**src/rtl/stem_crit_pkg.sv**
```systemverilog
package stem_crit_pkg;

    // Per-vector locking state of one stem.
    typedef struct packed {
        logic analysed;   // stem fault already inserted for this vector
        logic detected;   // fault effect seen at an observation point
    } stem_lock_t;

    localparam stem_lock_t LOCK_CLEAR = '{analysed: 1'b0, detected: 1'b0};

    // Next locking state: the restart wins, then the grant sets the flags.
    function automatic stem_lock_t lock_next(
        input stem_lock_t cur,
        input logic       restart,
        input logic       granted,
        input logic       seen
    );
        stem_lock_t nxt;
        nxt = cur;
        if (restart) begin
            nxt = LOCK_CLEAR;
        end else if (granted) begin
            nxt.analysed = 1'b1;
            if (seen) nxt.detected = 1'b1;
        end
        return nxt;
    endfunction

endpackage

```
**src/rtl/branch_any.sv**
```systemverilog
module branch_any #(
    parameter int WIDTH = 2
) (
    input  logic [WIDTH-1:0] bits_in,
    output logic             any_out
);
    assign any_out = |bits_in;
endmodule

```
**src/rtl/stem_lock_reg.sv**
```systemverilog
module stem_lock_reg
    import stem_crit_pkg::*;
(
    input  logic       clk,
    input  logic       rst,
    input  logic       restart,
    input  logic       granted,
    input  logic       seen,
    output stem_lock_t lock_q
);
    stem_lock_t lock_d;

    always_comb lock_d = lock_next(lock_q, restart, granted, seen);

    always_ff @(posedge clk) begin
        if (rst) lock_q <= LOCK_CLEAR;
        else     lock_q <= lock_d;
    end
endmodule

```
**src/rtl/stem_crit_cell.sv**
```systemverilog
module stem_crit_cell
    import stem_crit_pkg::*;
#(
    parameter int N_SAFE   = 3,
    parameter int N_CANCEL = 2,
    parameter int N_OBS    = 3
) (
    input  logic                clk,
    input  logic                rst,
    input  logic                vec_rst,
    input  logic [N_SAFE-1:0]   safe_crit,
    input  logic [N_CANCEL-1:0] cancel_crit,
    input  logic                insert,
    input  logic [N_OBS-1:0]    obs_err,
    output logic                req,
    output logic                crit
);
    logic       direct_hit;
    logic       cancel_hit;
    logic       fault_seen;
    stem_lock_t lock;

    branch_any #(.WIDTH(N_SAFE))   u_safe   (.bits_in(safe_crit),   .any_out(direct_hit));
    branch_any #(.WIDTH(N_CANCEL)) u_cancel (.bits_in(cancel_crit), .any_out(cancel_hit));
    branch_any #(.WIDTH(N_OBS))    u_obs    (.bits_in(obs_err),     .any_out(fault_seen));

    stem_lock_reg u_lock (
        .clk    (clk),
        .rst    (rst),
        .restart(vec_rst),
        .granted(insert),
        .seen   (fault_seen),
        .lock_q (lock)
    );

    // The request is combinational, so the arbiter sees it in the same cycle.
    assign req  = cancel_hit & ~lock.analysed;
    assign crit = direct_hit | lock.detected;
endmodule

```
**config.mk**
```make
export PLATFORM = sky130hd
export DESIGN_NAME = stem_crit_cell
export DESIGN_NICKNAME = d
export VERILOG_FILES = /design/src/rtl/stem_crit_pkg.sv /design/src/rtl/branch_any.sv /design/src/rtl/stem_lock_reg.sv /design/src/rtl/stem_crit_cell.sv
export SDC_FILE = /design/constraint.sdc
export NUM_CORES = 1
export LEC_CHECK = 0
export ABC_CLOCK_PERIOD_IN_PS = 1150
export BUFFER_PORTS_ARGS = -buffer_cell sky130_fd_sc_hd__buf_2
export CORE_AREA = 2 2 39 41
export DETAILED_ROUTE_END_ITERATION = 7
export DIE_AREA = 0 0 41 43
export RECOVER_POWER = 25
export SYNTH_ARGS = -nofsm -noshare
export SYNTH_HDL_FRONTEND = slang
export SYNTH_SLANG_ARGS = --single-unit
```
**constraint.sdc**
```tcl
create_clock -name clk -period 1.15 [get_ports clk]
set_clock_uncertainty 0.2 [all_clocks]
set_input_delay 0.1725 -clock clk [delete_from_list [all_inputs] [get_ports clk]]
set_output_delay 0.1725 -clock clk [all_outputs]
set_load 0.02 [all_outputs]
```
==> impl_metrics.py, run 1 <==
metrics = {
    "power": {
        "swShare_pct": 22.7,
        "p_per_area_nw_per_um2": 1140,
        "cell_internal_pwr_uw": 224,
        "p_clk_share_pct": 52.8,
        "p_leak_nw": 0.111,
        "power.switching_uw": 65.6,
        "total_power_uw": 289,
        "pwr-share-comb_pct": 20.9,
        "ir_worst_vdd_mv": 0.175,
        "p_seq_share_pct": 26.3,
    },
    "clock_network": {
        "clk_pin_slew_ps": 30,
        "cts-root-buf": "clkbuf_4",
        "clock-sinks": 2,
        "cts_buffers": 3,
        "clockBufferDepth": 2,
        "worst_skew_pair.late_latency_ps": 220,
        "postCtsSetupRepairBufs": 0,
        "htree_levels": 1,
        "cts_tree": "built",
    },
    "detailed_routing": {
        "viasPerCell": 3.52,
        "wl_per_cell_um": 9.57,
        "drt-total-wl_um": 421,
        "drt_first_iter_violations": 0,
        "drtPass1Iterations": 1,
        "drtAntennaViolNets": 0,
        "drc_errors": 0,
        "dr_total_vias": 155,
    },
    "timing": {
        "holdWs_ps": 33.0,
        "setup_viol": 2,
        "final.min_clock_period_ps": 1450,
        "post-route-period-util_pct": 126,
        "fmax_mhz": 688,
        "final_hold_viol_count": 0,
        "grt_setup_unrepaired": "true",
        "fin_ws_ps": -304,
        "tightestPinTransition_ps": 238,
        "slew_violations": 0,
        "slew-limit-headroom_pct": 84.0,
    },
    "status": {
        "status": "finished with violations",
        "violations": "negative setup slack",
    },
    "worst_setup_path": {
        "crit_fanout": 2,
        "path_delay_family": "simple AND/OR/NAND/NOR gates",
        "setup.worst_path.end_class": "output port",
        "crit_type": "reg2out",
        "required_ps": 780,
        "cp_slowest_cell": "or4_4",
        "crit_start": "u_lock.lock_q[0]",
        "max_stage_delay_ps": 410,
        "crit_buf_inv": 1,
        "cp_data_arrival_time_ps": 1080,
        "cp-start-kind": "flop",
        "cp_cell_sequence": "or4_4, buf_6",
        "r2r-start": "u_lock.lock_q[0]",
    },
    "grt": {
        "grt_pass1_wl_um": 331,
        "grt_pass1_vias": 127,
        "antenna_found_initial": 0,
        "grt_util_all_layers_pct": 3.70,
        "grt_overflow": 0,
        "grt_max_degree": 3,
    },
    "floorplanning": {
        "initial_core_util_pct": 5.79,
        "ios": 14,
        "core_area_um2": 1380,
        "die_w_um": 41,
        "dieHeight_um": 43,
        "fp-row-count": 14,
        "die_area_um2": 1760,
    },
    "finish": {
        "largest_register": "u_lock.lock_q",
        "largest_reg_flops": 2,
        "final_core_util_pct": 18.3,
        "fin_nets": 42,
        "reg.largest.list": "u_lock.lock_q: 2 flops",
        "fin_area_um2": 253,
        "fill_cells": 158,
        "layout_commonest_cell": "buf_2",
        "register_area_um2": 42.5,
        "n_antenna_cell": 0,
        "layout-drive-gt1-share_pct": 78.6,
        "multiInputGateArea_um2": 67.6,
        "final-instance-count-excl-fill": 44,
        "syn_to_final_growth_pct": 216,
        "final_cell_mix": "10 x buf_2, 3 x nor2_1, 3 x clkbuf_4",
    },
    "synth": {
        "ys_ff_latch": 2,
        "ys_warn_count": 0,
        "netlist.area_leader.share_pct": 50.0,
        "synth.cell_area_um2": 80.1,
        "avgSynthCellArea_um2": 8.01,
        "synth_top_area_cell": "dfxtp_1",
        "synth_area_leaders": "dfxtp_1 50%, nor2_1 19%, nor4_1 16%",
        "ys_types": 5,
        "synthCells": 10,
        "synth_seq_area_share_pct": 50.0,
        "syn_nets": 22,
    },
    "hold_path": {
        "hp-start": "insert",
        "hold_class": "in2reg",
    },
    "place": {
        "portBuffers": 13,
        "dpl_cell_area_um2": 176,
        "gp_congestion": 0.418,
        "dp.cells": 40,
    },
    "run": {
        "cap_violations": 0,
    },
}
[worst reg2reg max path, stage by stage, from the launching register on]
cell and delay (ps):
dfxtp_2 310, buf_4 140, nor4_4 300, nor4_2 80
[through the flow]
stage	setup TNS [ps]	worst slack (ps)
global route	-416	-335
global placement	-163	-163
floorplan	0	26.0
finish	-334	-304
CTS	-330	-316
detailed placement	-168	-168
[logic make-up (layout without fill, tap and decap cells)]
kind of cell | Yosys count | in the layout | share of synthesized area [%]
buf+inv | 0 | 18 | 0
simple gates | 8 | 8 | 50.0
flops | 2 | 2 | 50.0
[timing repair]
item | in CTS | in global routing
resized for setup | 3 | 7
hold buffers | 2 | 1
endpoints found under the hold margin | 2 | 2
gates cloned | 0 | 0
pin swaps | 0 | 2
endpoints found under the setup margin | 2 | 3
[layout make-up]
type                       instances  area share (%)
clock buffer                       3            8.91
multi-input combinational          8            26.7
sequential                         2            16.8
tap                               16            7.92
timing repair buffer              15            39.6
[synthesized netlist by cell type]
master and number:
nor3_1 1, nor2_1 4, or4_1 1, nor4_1 2, dfxtp_1 2
[worst paths after layout]
check	endpoint	slack, ps	cells after the start
setup / recovery	crit	-300	2
hold / removal	u_lock.lock_q[1]	30	3
setup reg to reg	u_lock.lock_q[0]	10	3
hold reg to reg	u_lock.lock_q[1]	300	2
[routing by layer]
metal	share of wire (%)	up-vias	GRT usage, %
met5	0	-	0
met4	0	0	10.0
met3	10	0	0
met2	64	13	5.94
met1	26	69	0.952
li1	-	73	-
[power groups by stage]
stage               clock network [mW]  logic [mW]  registers (mW)
CTS                              0.167      0.0499          0.0750
global placement                     0      0.0400          0.0759
finish                           0.153      0.0605          0.0761
floorplan                            0      0.0145          0.0758
global route                     0.170      0.0656          0.0766
detailed placement                   0      0.0410          0.0758
No activity file was read; power rests on OpenSTA's default activity.
==> run 2: changes to the inputs <==
--- a/config.mk
+++ b/config.mk
@@ -11,6 +11,7 @@
 export DETAILED_ROUTE_END_ITERATION = 7
 export DIE_AREA = 0 0 41 43
 export RECOVER_POWER = 25
+export SETUP_SLACK_MARGIN = 0.3
 export SYNTH_ARGS = -nofsm -noshare
 export SYNTH_HDL_FRONTEND = slang
 export SYNTH_SLANG_ARGS = --single-unit
==> run 2 against run 1 <==
  * The flow finishes with violations (negative hold slack, negative setup slack)
  * Sequential share of layout area is 0.95 points higher
  * First-iteration DRC count did not move
  * Global-route usage grew 0.11 points
  * Fmax up 0.71%
  * Core utilization is 2.0 points lower
  * Clock power is essentially flat
  * Flip-flop and latch count stayed put
  * Count of clock-buffer cells in the layout stayed put
  * Final area shrank 11%
  * Worst hold slack lost 98 ps
  * Register-to-register slack better by 190 ps
  * Critical path depth unchanged
  * Largest power group unchanged
==> impl_metrics.py, run 2 (same netlist as run 1, synthesis figures left out) <==
metrics = {
    "status": {
        "status": "finished with violations",
        "violations": "negative hold slack, negative setup slack",
    },
    "clock_network": {
        "postCtsSetupRepairBufs": 0,
        "cts-root-buf": "clkbuf_4",
        "clk_pin_slew_ps": 30,
        "cts_buffers": 3,
        "htree_levels": 1,
        "clock-sinks": 2,
        "clockBufferDepth": 2,
        "cts_tree": "built",
        "worst_skew_pair.late_latency_ps": 220,
    },
    "timing": {
        "holdWs_ps": -64.8,
        "slew-limit-headroom_pct": 86.5,
        "final.min_clock_period_ps": 1440,
        "fin_ws_ps": -294,
        "grt_setup_unrepaired": "true",
        "final_hold_viol_count": 2,
        "slew_violations": 0,
        "tightestPinTransition_ps": 201,
        "setup_viol": 1,
        "post-route-period-util_pct": 126,
        "fmax_mhz": 693,
    },
    "worst_setup_path": {
        "r2r-end": "u_lock.lock_q[0]",
        "r2r-start": "u_lock.lock_q[0]",
        "crit_fanout": 2,
        "required_ps": 780,
        "setup.worst_path.end_class": "output port",
        "cp-start-kind": "flop",
        "reg2reg_slack_ps": 200,
        "cp_data_arrival_time_ps": 1070,
        "crit_type": "reg2out",
        "r2r_cells": 3,
    },
    "detailed_routing": {
        "wl_per_cell_um": 7.00,
        "drt-total-wl_um": 301,
        "dr_total_vias": 140,
        "drtPass1Iterations": 1,
        "drt_first_iter_violations": 0,
        "viasPerCell": 3.26,
        "drc_errors": 0,
        "drtAntennaViolNets": 0,
    },
    "finish": {
        "syn_to_final_growth_pct": 181,
        "layout_commonest_cell": "buf_2",
        "fin_nets": 41,
        "layout-drive-gt1-share_pct": 74.1,
        "reg.largest.list": "u_lock.lock_q: 2 flops",
        "final-instance-count-excl-fill": 43,
        "n_antenna_cell": 0,
        "final_core_util_pct": 16.3,
        "largest_reg_flops": 2,
        "final_cell_mix": "11 x buf_2, 3 x nor2_1, 3 x clkbuf_4, 2 x buf_6, 2 x dfxtp_1",
        "largest_register": "u_lock.lock_q",
    },
    "power": {
        "p_seq_share_pct": 27.1,
        "cell_internal_pwr_uw": 219,
        "power.switching_uw": 60.7,
        "swShare_pct": 21.7,
        "p_per_area_nw_per_um2": 1240,
        "pwr-share-comb_pct": 18.2,
        "p_clk_share_pct": 54.7,
        "p_leak_nw": 0.106,
        "ir_worst_vdd_mv": 0.175,
    },
    "hold_path": {
        "hp-start": "rst",
        "hold_class": "in2reg",
        "holdPathEnd": "u_lock.lock_q[0]",
        "min_delay_path_depth": 2,
    },
    "grt": {
        "grt_util_all_layers_pct": 3.81,
        "antenna_found_initial": 0,
        "grt_pass1_vias": 134,
        "grt_max_degree": 3,
        "grt_overflow": 0,
        "grt_pass1_wl_um": 331,
    },
    "run": {
        "cap_violations": 0,
    },
    "floorplanning": {
        "die_w_um": 41,
        "fp-row-count": 14,
        "initial_core_util_pct": 5.79,
        "core_area_um2": 1380,
        "die_area_um2": 1760,
        "ios": 14,
        "dieHeight_um": 43,
    },
    "place": {
        "dp.cells": 40,
        "portBuffers": 13,
        "gp_congestion": 0.418,
    },
}
-- run 2: power by group through the flow --
stage	sequential, mW	clock [mW]	combinational, mW
2_1_floorplan	0.0767	0	0.0170
3_3_place_gp	0.0766	0	0.0423
3_5_place_dp	0.0767	0	0.0429
4_1_cts	0.0762	0.166	0.0510
5_1_grt	0.0758	0.169	0.0551
6_report	0.0758	0.153	0.0509
-- run 2: cell type report --
| type | count | area, µm² |
|---|---|---|
| fillers | 157 | 1160 |
| repair buffers | 14 | 85.1 |
| multi-input cells | 8 | 57.6 |
| flip-flops and latches | 2 | 40.0 |
| clock buffers | 3 | 22.5 |
| well taps | 16 | 20.0 |
-- run 2: worst max-delay path: stages, from the launching register on --
cell and delay, ps:
dfxtp_1 300, or4_4 410, buf_6 140
-- run 2: routing by layer --
| layer | up-vias | track usage, % | wire length [µm] |
|---|---|---|---|
| li1 | 71 | - | - |
| met1 | 56 | 0.639 | 86 |
| met2 | 13 | 5.63 | 149 |
| met3 | 0 | 0 | 65 |
| met4 | 0 | 12.0 | 0 |
| met5 | - | 0 | 0 |
-- run 2: timing repair --
action,CTS,global route
pin swaps,1,0
resized for setup,6,0
endpoints found under the setup margin,3,3
hold endpoints to repair,2,2
gates cloned,0,0
-- run 2: worst max path at each step --
stage | cells after the start | start | end
after detailed placement | 3 | safe_crit[2] | crit
after CTS | 2 | u_lock.lock_q[0] | crit
final | 2 | u_lock.lock_q[0] | crit
after global routing | 2 | u_lock.lock_q[0] | crit
after floorplan | 1 | u_lock.lock_q[0] | crit
after global placement | 3 | safe_crit[2] | crit
-- run 2: stage by stage --
| step | worst slack (ps) | hold slack [ps] | TNS (ps) | total power, mW | area (µm²) |
|---|---|---|---|---|---|
| 3_3_place_gp | -164 | 158 | -164 | 0.119 | 184 |
| 5_1_grt | -325 | -69.7 | -325 | 0.300 | 225 |
| 6_report | -294 | -64.8 | -294 | 0.280 | 225 |
| 4_1_cts | -312 | -87.1 | -312 | 0.293 | 226 |
| 2_1_floorplan | 26.4 | 49.3 | 0 | 0.0937 | 91.3 |
| 3_5_place_dp | -168 | 158 | -168 | 0.120 | 184 |
